**src/rtl/regstack_pkg.sv**
```systemverilog
package regstack_pkg;
  localparam int unsigned STK_DATA_W    = 64;
  localparam int unsigned STK_DEPTH     = 8;
  localparam int unsigned STK_PTRWORD_W = 32;

  typedef enum logic [2:0] {
    OP_PUSH    = 3'd0,
    OP_POP     = 3'd1,
    OP_READ    = 3'd2,
    OP_MODIFY  = 3'd3,
    OP_WRITE   = 3'd4,
    OP_EXAMINE = 3'd5,
    OP_COPY0   = 3'd6,
    OP_INIT    = 3'd7
  } op_e;
endpackage

```
**src/rtl/regstack_decode.sv**
```systemverilog
module regstack_decode
  import regstack_pkg::*;
#(
  parameter int unsigned DEPTH = STK_DEPTH
) (
  input  op_e                        op,
  input  logic [$clog2(DEPTH)-1:0]   idx,
  input  logic [$clog2(DEPTH)-1:0]   top,
  input  logic [DEPTH-1:0]           tags,
  output logic [$clog2(DEPTH)-1:0]   tgt_slot,
  output logic [$clog2(DEPTH)-1:0]   src_slot,
  output logic [$clog2(DEPTH)-1:0]   top_nxt,
  output logic                       rd_en,
  output logic                       wr_en,
  output logic                       clr_en,
  output logic                       init_en,
  output logic                       empty_flt,
  output logic                       full_flt
);
  localparam int unsigned PTR_W = $clog2(DEPTH);
  localparam logic [PTR_W-1:0] ONE = PTR_W'(1);

  logic [PTR_W-1:0] rel_slot;
  assign rel_slot = top + idx;

  always_comb begin
    tgt_slot  = rel_slot;
    src_slot  = rel_slot;
    top_nxt   = top;
    rd_en     = 1'b0;
    wr_en     = 1'b0;
    clr_en    = 1'b0;
    init_en   = 1'b0;
    empty_flt = 1'b0;
    full_flt  = 1'b0;
    unique case (op)
      OP_PUSH: begin
        tgt_slot = top - ONE;
        src_slot = top - ONE;
        full_flt = tags[top - ONE];
        wr_en    = 1'b1;
        top_nxt  = top - ONE;
      end
      OP_POP: begin
        tgt_slot  = top;
        src_slot  = top;
        empty_flt = ~tags[top];
        rd_en     = 1'b1;
        clr_en    = 1'b1;
        top_nxt   = top + ONE;
      end
      OP_READ: begin
        empty_flt = ~tags[rel_slot];
        rd_en     = 1'b1;
      end
      OP_MODIFY: begin
        empty_flt = ~tags[rel_slot];
        rd_en     = 1'b1;
        wr_en     = 1'b1;
      end
      OP_WRITE: begin
        full_flt = tags[rel_slot];
        wr_en    = 1'b1;
      end
      OP_EXAMINE: begin
        rd_en = 1'b1;
      end
      OP_COPY0: begin
        src_slot  = top;
        empty_flt = ~tags[top];
        rd_en     = 1'b1;
        wr_en     = 1'b1;
      end
      OP_INIT: begin
        init_en = 1'b1;
        top_nxt = '0;
      end
      default: ;
    endcase
  end
endmodule

```
**src/rtl/regstack_file.sv**
```systemverilog
module regstack_file
  import regstack_pkg::*;
#(
  parameter int unsigned DATA_W = STK_DATA_W,
  parameter int unsigned DEPTH  = STK_DEPTH
) (
  input  logic                       clk,
  input  logic                       rst_n,
  input  logic                       wr_en,
  input  logic                       clr_en,
  input  logic                       init_en,
  input  logic [$clog2(DEPTH)-1:0]   acc_slot,
  input  logic [DATA_W-1:0]          wr_data,
  input  logic [$clog2(DEPTH)-1:0]   rd_slot,
  output logic [DATA_W-1:0]          rd_data,
  output logic [DEPTH-1:0]           tags
);
  localparam int unsigned PTR_W = $clog2(DEPTH);

  logic [DEPTH-1:0][DATA_W-1:0] mem;

  for (genvar g = 0; g < DEPTH; g++) begin : g_slot
    logic              hit;
    logic              tag_en;
    logic              tag_d;
    logic              tag_q;
    logic [DATA_W-1:0] data_q;

    assign hit = (acc_slot == PTR_W'(g));

    always_comb begin
      tag_en = init_en | (hit & (wr_en | clr_en));
      tag_d  = ~init_en & hit & wr_en;
    end

    always_ff @(posedge clk or negedge rst_n) begin
      if (!rst_n)              data_q <= '0;
      else if (hit && wr_en)   data_q <= wr_data;
    end

    always_ff @(posedge clk or negedge rst_n) begin
      if (!rst_n)      tag_q <= 1'b0;
      else if (tag_en) tag_q <= tag_d;
    end

    assign mem[g]  = data_q;
    assign tags[g] = tag_q;
  end

  assign rd_data = mem[rd_slot];
endmodule

```
**src/rtl/regstack_top.sv**
```systemverilog
module regstack_top
  import regstack_pkg::*;
#(
  parameter int unsigned DATA_W    = STK_DATA_W,
  parameter int unsigned DEPTH     = STK_DEPTH,
  parameter int unsigned PTRWORD_W = STK_PTRWORD_W
) (
  input  logic                     clk,
  input  logic                     rst_n,
  input  logic                     cmd_valid,
  output logic                     cmd_ready,
  input  logic [2:0]               cmd_op,
  input  logic [$clog2(DEPTH)-1:0] cmd_idx,
  input  logic [DATA_W-1:0]        cmd_data,
  output logic                     rsp_valid,
  output logic [DATA_W-1:0]        rsp_data,
  output logic                     rsp_tag,
  output logic                     rsp_empty_fault,
  output logic                     rsp_full_fault,
  output logic [PTRWORD_W-1:0]     ptr_word
);
  localparam int unsigned PTR_W = $clog2(DEPTH);

  op_e              op;
  logic [PTR_W-1:0] top_q, top_d, top_nxt;
  logic [PTR_W-1:0] tgt_slot, src_slot;
  logic             rd_en, wr_en, clr_en, init_en, empty_flt, full_flt;
  logic             accept, commit, fault;
  logic [DEPTH-1:0] tags;
  logic [DATA_W-1:0] rd_data, wr_data;

  logic              vld_q, vld_d;
  logic [DATA_W-1:0] dat_q, dat_d;
  logic              tag_q, tag_d;
  logic              ef_q, ef_d, ff_q, ff_d;

  assign op        = op_e'(cmd_op);
  assign cmd_ready = 1'b1;
  assign accept    = cmd_valid & cmd_ready;
  assign fault     = empty_flt | full_flt;
  assign commit    = accept & ~fault;

  regstack_decode #(.DEPTH(DEPTH)) u_decode (
    .op        (op),
    .idx       (cmd_idx),
    .top       (top_q),
    .tags      (tags),
    .tgt_slot  (tgt_slot),
    .src_slot  (src_slot),
    .top_nxt   (top_nxt),
    .rd_en     (rd_en),
    .wr_en     (wr_en),
    .clr_en    (clr_en),
    .init_en   (init_en),
    .empty_flt (empty_flt),
    .full_flt  (full_flt)
  );

  assign wr_data = (op == OP_COPY0) ? rd_data : cmd_data;

  regstack_file #(.DATA_W(DATA_W), .DEPTH(DEPTH)) u_file (
    .clk      (clk),
    .rst_n    (rst_n),
    .wr_en    (commit & wr_en),
    .clr_en   (commit & clr_en),
    .init_en  (commit & init_en),
    .acc_slot (tgt_slot),
    .wr_data  (wr_data),
    .rd_slot  (src_slot),
    .rd_data  (rd_data),
    .tags     (tags)
  );

  always_comb begin
    top_d = top_nxt;
    vld_d = accept;
    ef_d  = accept & empty_flt;
    ff_d  = accept & full_flt;
    dat_d = (rd_en && !fault) ? rd_data : '0;
    tag_d = init_en ? 1'b0 : tags[tgt_slot];
  end

  always_ff @(posedge clk or negedge rst_n) begin
    if (!rst_n)      top_q <= '0;
    else if (commit) top_q <= top_d;
  end

  always_ff @(posedge clk or negedge rst_n) begin
    if (!rst_n) begin
      vld_q <= 1'b0;
      ef_q  <= 1'b0;
      ff_q  <= 1'b0;
    end else begin
      vld_q <= vld_d;
      ef_q  <= ef_d;
      ff_q  <= ff_d;
    end
  end

  always_ff @(posedge clk or negedge rst_n) begin
    if (!rst_n) begin
      dat_q <= '0;
      tag_q <= 1'b0;
    end else if (accept) begin
      dat_q <= dat_d;
      tag_q <= tag_d;
    end
  end

  assign rsp_valid       = vld_q;
  assign rsp_data        = dat_q;
  assign rsp_tag         = tag_q;
  assign rsp_empty_fault = ef_q;
  assign rsp_full_fault  = ff_q;
  assign ptr_word        = {{(PTRWORD_W-PTR_W){1'b0}}, top_q};
endmodule

```
**config.mk**
```make
export PLATFORM = sky130hd
export DESIGN_NAME = regstack_top
export DESIGN_NICKNAME = d
export VERILOG_FILES = /design/src/rtl/regstack_pkg.sv /design/src/rtl/regstack_decode.sv /design/src/rtl/regstack_file.sv /design/src/rtl/regstack_top.sv
export SDC_FILE = /design/constraint.sdc
export NUM_CORES = 1
export LEC_CHECK = 0
export ABC_AREA = 1
export BUFFER_PORTS_ARGS = -buffer_cell sky130_fd_sc_hd__buf_2
export CELL_PAD_IN_SITES_DETAIL_PLACEMENT = 1
export CELL_PAD_IN_SITES_GLOBAL_PLACEMENT = 1
export CORE_MARGIN = 1.5
export CORE_UTILIZATION = 45
export CTS_CLUSTER_DIAMETER = 40
export DETAILED_ROUTE_END_ITERATION = 10
export PLACE_DENSITY_LB_ADDON = 0.12
export SYNTH_ARGS = -nofsm -noshare
export SYNTH_HDL_FRONTEND = slang
export SYNTH_SLANG_ARGS = --single-unit
export TNS_END_PERCENT = 10
```
**constraint.sdc**
```tcl
create_clock -name clk -period 3 [get_ports clk]
set_input_delay 0.6 -clock clk [delete_from_list [all_inputs] [get_ports clk]]
set_output_delay 0.6 -clock clk [all_outputs]
set_load 0.05 [all_outputs]
```
; Word level (Yosys, flattened, before mapping)
; Index checks and enable logic that the tools add are counted.
[word_totals]
elab_cells = 128
register_bits = 591
output_inout_bits = 101
in_bits = 73
[classes]
muxes = 22
eq_ne = 14
bitwise_logic = 44
n_addsub = 3
n_reduce_logical = 18
order_cmp = 5
[op_table]
columns = op, count
row1 = 64-bit binary-select mux with 3-bit select, 1
row2 = 64-bit two-way mux, 3
row3 = 1-bit bitwise AND, 30
row4 = "3-bit == test, second input constant", 8
row5 = "3-bit by 4-bit < comparator with 1-bit output, second input constant", 5
row6 = 1-bit binary-select mux with 3-bit select, 4
row7 = "3-bit by 2-bit == test with 1-bit output, second input constant", 4
row8 = 3-bit case mux with 2 select lines, 2
row9 = 1-bit OR, 10
row10 = 1-bit logical AND, 9
row11 = 1-bit two-way mux, 9
row12 = 3-bit case mux with 3 select lines, 1
row13 = "3-bit by 1-bit == test with 1-bit output, second input constant", 2
row14 = 3-bit zero test, 2
row15 = 5-bit OR reduction, 1
row16 = 1-bit NOT, 4
row17 = 1-bit case mux with 2 select lines, 2
row18 = 2-bit OR reduction, 2
row19 = 4-bit OR reduction, 1
row20 = "3-bit by 1-bit adder with 3-bit output, second input constant", 1
row21 = 3-bit adder, 1
row22 = 3-bit nonzero test, 1
row23 = "3-bit by 1-bit subtractor with 3-bit output, second input constant", 1
row24 = 2-bit AND reduction, 1
row25 = 1-bit zero test, 1

; Logic depth before layout (Yosys ltp)
[logic_depth]
depth_word = 12
ltp_mapped = 18
mapped_depth_nobuf = 17

; By module
; Synthesis repeated with hierarchy kept, for this count alone.
[unflattened]
hier_cells = 4129
hier_area_um2 = 31240.0
[modules_own_cells]
columns = module, cells_per_inst, area_each_um2, instances, seq_area_each_um2
row1 = regstack_file, 3483, 26593.0, 1, 13012.5
row2 = regstack_top, 496, 3951.3, 1, 1776.7
row3 = regstack_decode, 150, 695.7, 1, 0.0

; Least setup slack after synthesis
; No wires, ideal clock.
[synth_path]
path_type = reg-to-reg
startpoint = register top_q[0]
endpoint = register u_file.g_slot[6].data_q[43]
t_arrival_ns = 2.706
period_less_slack_ns = 2.822
t_required_ns = 2.883
n_path_buf = 2
stages_incl_launch_ff = 17
slack_ns = 0.178
setup_ns = 0.117
cell_sequence = dfrtp_1 -> ha_1 -> inv_1 -> fa_1 -> inv_1 -> nand3_1 -> nand2_1 -> nand2_1 -> nand2_1 -> nand2_1 -> nand2_1 -> nor2_4 -> nand3_1 -> buf_2 -> buf_4 -> nand2_1 -> nand2_1
[synth_via]
elab_chain_cells = 10
word_cells_on_any_way = 23
cone_classes = add/sub (2) / eq/ne (1) / mux (13) / bitwise (6) / reduce/logical (1)
[synth_lines]
columns = element, line_no
row1 = "start, declared", regstack_top.sv:25  ; logic [PTR_W-1:0] top_q, top_d, top_nxt;
row2 = "start signal, assigned", regstack_top.sv:85  ; else if (commit) top_q <= top_d;
row3 = 3-bit adder, regstack_decode.sv:24  ; assign rel_slot = top + idx;
row4 = 1-bit binary-select mux with 3-bit select, "regstack_decode.sv:53, regstack_decode.sv:57, regstack_decode.sv:62"
row5 = 1-bit two-way mux (implied by the code), "regstack_decode.sv:53, regstack_decode.sv:57, regstack_decode.sv:62"
row6 = 1-bit NOT, "regstack_decode.sv:53, regstack_decode.sv:57"
row7 = 1-bit case mux with 2 select lines, regstack_decode.sv:36  ; unique case (op)
row8 = 1-bit OR, regstack_top.sv:40  ; assign fault = empty_flt | full_flt;
row9 = 1-bit NOT, regstack_top.sv:41  ; assign commit = accept & ~fault;
row10 = 1-bit bitwise AND, regstack_top.sv:41
row11 = 1-bit bitwise AND, regstack_top.sv:64  ; .wr_en (commit & wr_en),
row12 = 1-bit logical AND, regstack_file.sv:38  ; else if (hit && wr_en) data_q <= wr_data;
row13 = "end signal, assigned", regstack_file.sv:38
row14 = "end, declared", regstack_file.sv:27  ; logic [DATA_W-1:0] data_q;
; Parallel ways exist; a longest one is shown, timed or not. The select of a mux whose other input is x is not followed.
; A chain may end at the register's enable or synchronous reset.

; Worst setup path in the final report
[layout_path]
startpoint = register top_q[0]
endpoint = register u_file.g_slot[3].data_q[33]
[layout_via]
elab_chain_cells = 10
word_cells_on_any_way = 23
cone_classes = add/sub (2) / eq/ne (1) / mux (13) / bitwise (6) / reduce/logical (1)
[layout_lines]
columns = element, line_no
row1 = 3-bit adder, regstack_decode.sv:24
row2 = 1-bit binary-select mux with 3-bit select, "regstack_decode.sv:53, regstack_decode.sv:57, regstack_decode.sv:62"
row3 = 1-bit two-way mux (implied by the code), "regstack_decode.sv:53, regstack_decode.sv:57, regstack_decode.sv:62"
row4 = 1-bit NOT, "regstack_decode.sv:53, regstack_decode.sv:57"
row5 = 1-bit case mux with 2 select lines, regstack_decode.sv:36
row6 = 1-bit OR, regstack_top.sv:40
row7 = 1-bit NOT, regstack_top.sv:41
row8 = 1-bit bitwise AND, regstack_top.sv:41
row9 = 1-bit bitwise AND, regstack_top.sv:64
row10 = 1-bit logical AND, regstack_file.sv:38
row11 = "end signal, assigned", regstack_file.sv:38
row12 = "end, declared", regstack_file.sv:27
; Parallel ways exist; a longest one is shown, timed or not. The select of a mux whose other input is x is not followed.

==> impl_metrics.yaml <==
outcome:
  status: "finished, final reports clean"
critical_path:
  endpoint_kind: "flop"
  critPathKind: "flop to flop"
  crit_arrival_ns: 3.38
  critPathMaxFanout: 46
  cp-start-kind: "flop"
  critPathLaunch: "top_q[0]"
  r2r-start: "top_q[0]"
  cp_data_required_time_ns: 3.54
sta:
  final_max_slew_viol_count: 0
  fmax_mhz: 351
  rsz0062_at_grt: "true"
  hold_viol_final: 0
  fin_skew_ns: 0.0349
  relSlewSlack_pct: 59.1
  post-route-period-util_pct: 94.9
  tightestPinTransition_ns: 0.613
  setup_slack_ns: 0.153
  tns_ns: 0
  fin_crit_ns: 2.85
  setup-violations-final: 0
  whs_ns: 0.129
global_routing:
  grt_pass1_vias: 32600
  grt_max_degree: 93
  grt_first_pass_wirelength_um: 183000
  globalRoute.totalOverflow: 0
  grt_util_all_layers_pct: 33.4
  antenna_found_initial: 1
cells_and_area:
  final_area_sq_um: 38200
  syn_to_final_growth_pct: 25.9
  postLayoutCoreUtil_pct: 57.7
  nFillCells: 8204
  final_net_count: 4532
  drive_above_1_share_pct: 15.5
  diodes: 0
  final_cells: 5408
route:
  first_pass_iters: 5
  vias_per_cell: 5.53
  drtIter0Drc: 2155
  vias: 29900
  drcViolationCount: 0
  wl_per_cell_um: 21.2
  totalWireLength_um: 114000
  antenna_left: 0
die:
  initial_core_util_pct: 45.8
  coreArea_sq_um: 66200
  die_w_um: 263
  ios: 174
  die_y_um: 263
  die_area_sq_um: 68900
  rows: 94
cts:
  insertion_delay_ns: 0.67
  cts_tree: "built"
  cts_made_buffers: 113
  cts_sinks: 591
  htree_levels: 3
  post_cts_buffers: 0
  cts_buffer_depth: 3
  clk_pin_slew_ns: 0.05
  root_buffer: "clkbuf_16"
place:
  post-dp-hpwl_um: 68800
  dp_slack_ns: -0.169
  globalplace.congestion: 0.837
  place_inst: 5197
  numPortBuffers: 143
  dpl_cell_area_sq_um: 33900
synth:
  syn_inst: 4204
  ys_seq_elements: 591
  yosysMostFrequentCell: "nand2_1"
  ys_top_cells_by_area: "dfrtp_1, nand2_1, nand3_1"
  synthArstFlopShare_pct: 100
  ys_seq_area_share_pct: 48.8
  syn-cell-area_sq_um: 30300
  ys_types: 30
  avgSynthCellArea_sq_um: 7.21
  synth_edf_count: 0
  synthTopCellsByCount: "nand2_1, dfrtp_1, nand3_1"
  synth_top_area_share_pct: 48.8
  synth_warnings: 0
  synthFlopType: "dfrtp_1"
  synth_top_area_cell: "dfrtp_1"
power_and_ir_drop:
  power_per_cell_area_nw_per_um2: 1260
  vdd_drop_max_uv: 668
  p_leak_nw: 20.8
  finalPower_mw: 47.9
run:
  maxCapViolations: 0
hold_path:
  worstHoldStart: "cmd_valid"
  hp-class: "input pin to flop"
[cells by family (layout without fill, tap and decap cells)]
logic type | Yosys count | count (layout) | synth area share (%)
XOR/XNOR | 2 | 2 | 0.0578
AO/OA/AOI/OAI | 82 | 82 | 1.45
AND/OR/NAND/NOR | 3054 | 3054 | 42.2
adder cells (fa/ha/maj) | 8 | 8 | 0.355
flip-flops | 591 | 591 | 48.8
other | 2 | 30 | 0.0248
buffers and inverters | 465 | 777 | 7.13
[area by class of cell]
type | count | area, sq um | area share, %
Clock buffer | 144 | 3210 | 8.40
Clock inverter | 64 | 1000 | 2.63
Inverter | 173 | 671 | 1.76
Multi-Input combinational cell | 3176 | 13600 | 35.7
Sequential cell | 591 | 14800 | 38.7
Tap cell | 864 | 1080 | 2.83
Timing Repair Buffer | 396 | 3790 | 9.92
[sequential cells by signal, indices dropped and copies added (netlist names)]
signal	count
u_file.g_slot.tag_q	8
rsp_full_fault	1
u_file.g_slot.data_q	512
top_q	3
rsp_empty_fault	1
rsp_tag	1
rsp_data	64
rsp_valid	1
[path summary, 6_finish.rpt]
kind,endpoint,slack [ns],cells past startpoint
setup / recovery,u_file.g_slot[3].data_q[33],0.15,17
hold / removal,rsp_valid,0.13,1
setup reg to reg,u_file.g_slot[3].data_q[33],0.15,17
hold reg to reg,u_file.g_slot[0].data_q[10],0.46,2
max in group asynchronous,u_file.g_slot[7].data_q[55],1.53,3
min in group asynchronous,u_file.g_slot[1].data_q[22],0.45,2
[worst max-delay path, cell delays in order (launching register included)]
cell and delay [ns]:
dfrtp_1 0.36, ha_1 0.15, inv_1 0.05, fa_2 0.58, inv_1 0.09, nand3_1 0.09
nand2_1 0.06, nand2_1 0.08, nand2_1 0.07, nand2_1 0.08, nand2_1 0.09, nor2_4 0.15
buf_12 0.17, buf_4 0.14, nand3_4 0.12, buf_12 0.25, nand2_1 0.12, nand2_1 0.07
[routing by layer]
metal	share of wire (%)	GRT usage (%)
met3	4.4	3.98
met2	49	57.5
met4	4.2	13.9
met5	0	0
met1	42	42.4
[power breakdown]
part           switching [mW]  leakage [nW]  internal, mW
clock                    4.54          2.06          9.57
sequential               2.02          7.70          11.5
combinational            13.0          11.1          7.24
total                    19.6          20.8          28.3
[repair_timing]
action                                  in CTS  in global routing
endpoints found under the hold margin       33                  0
hold buffers                                 1                  0
endpoints found under the setup margin       0                130
resized for setup                            0                  8
[layout by cell type, fill, tap and decap left out, types with 16 or more instances in the layout]
master        n
nor2_1       16
buf_12       88
dfrtp_1     591
inv_1       153
buf_4       160
nand3_1     491
nand2_2      65
clkinv_2     27
nand3b_1    129
bufinv_16    24
buf_2       142
o21ai_0      62
clkbuf_8     20
clkbuf_16   118
nand2_1    2324
conb_1       30
No activity file was read; power rests on OpenSTA's default activity.
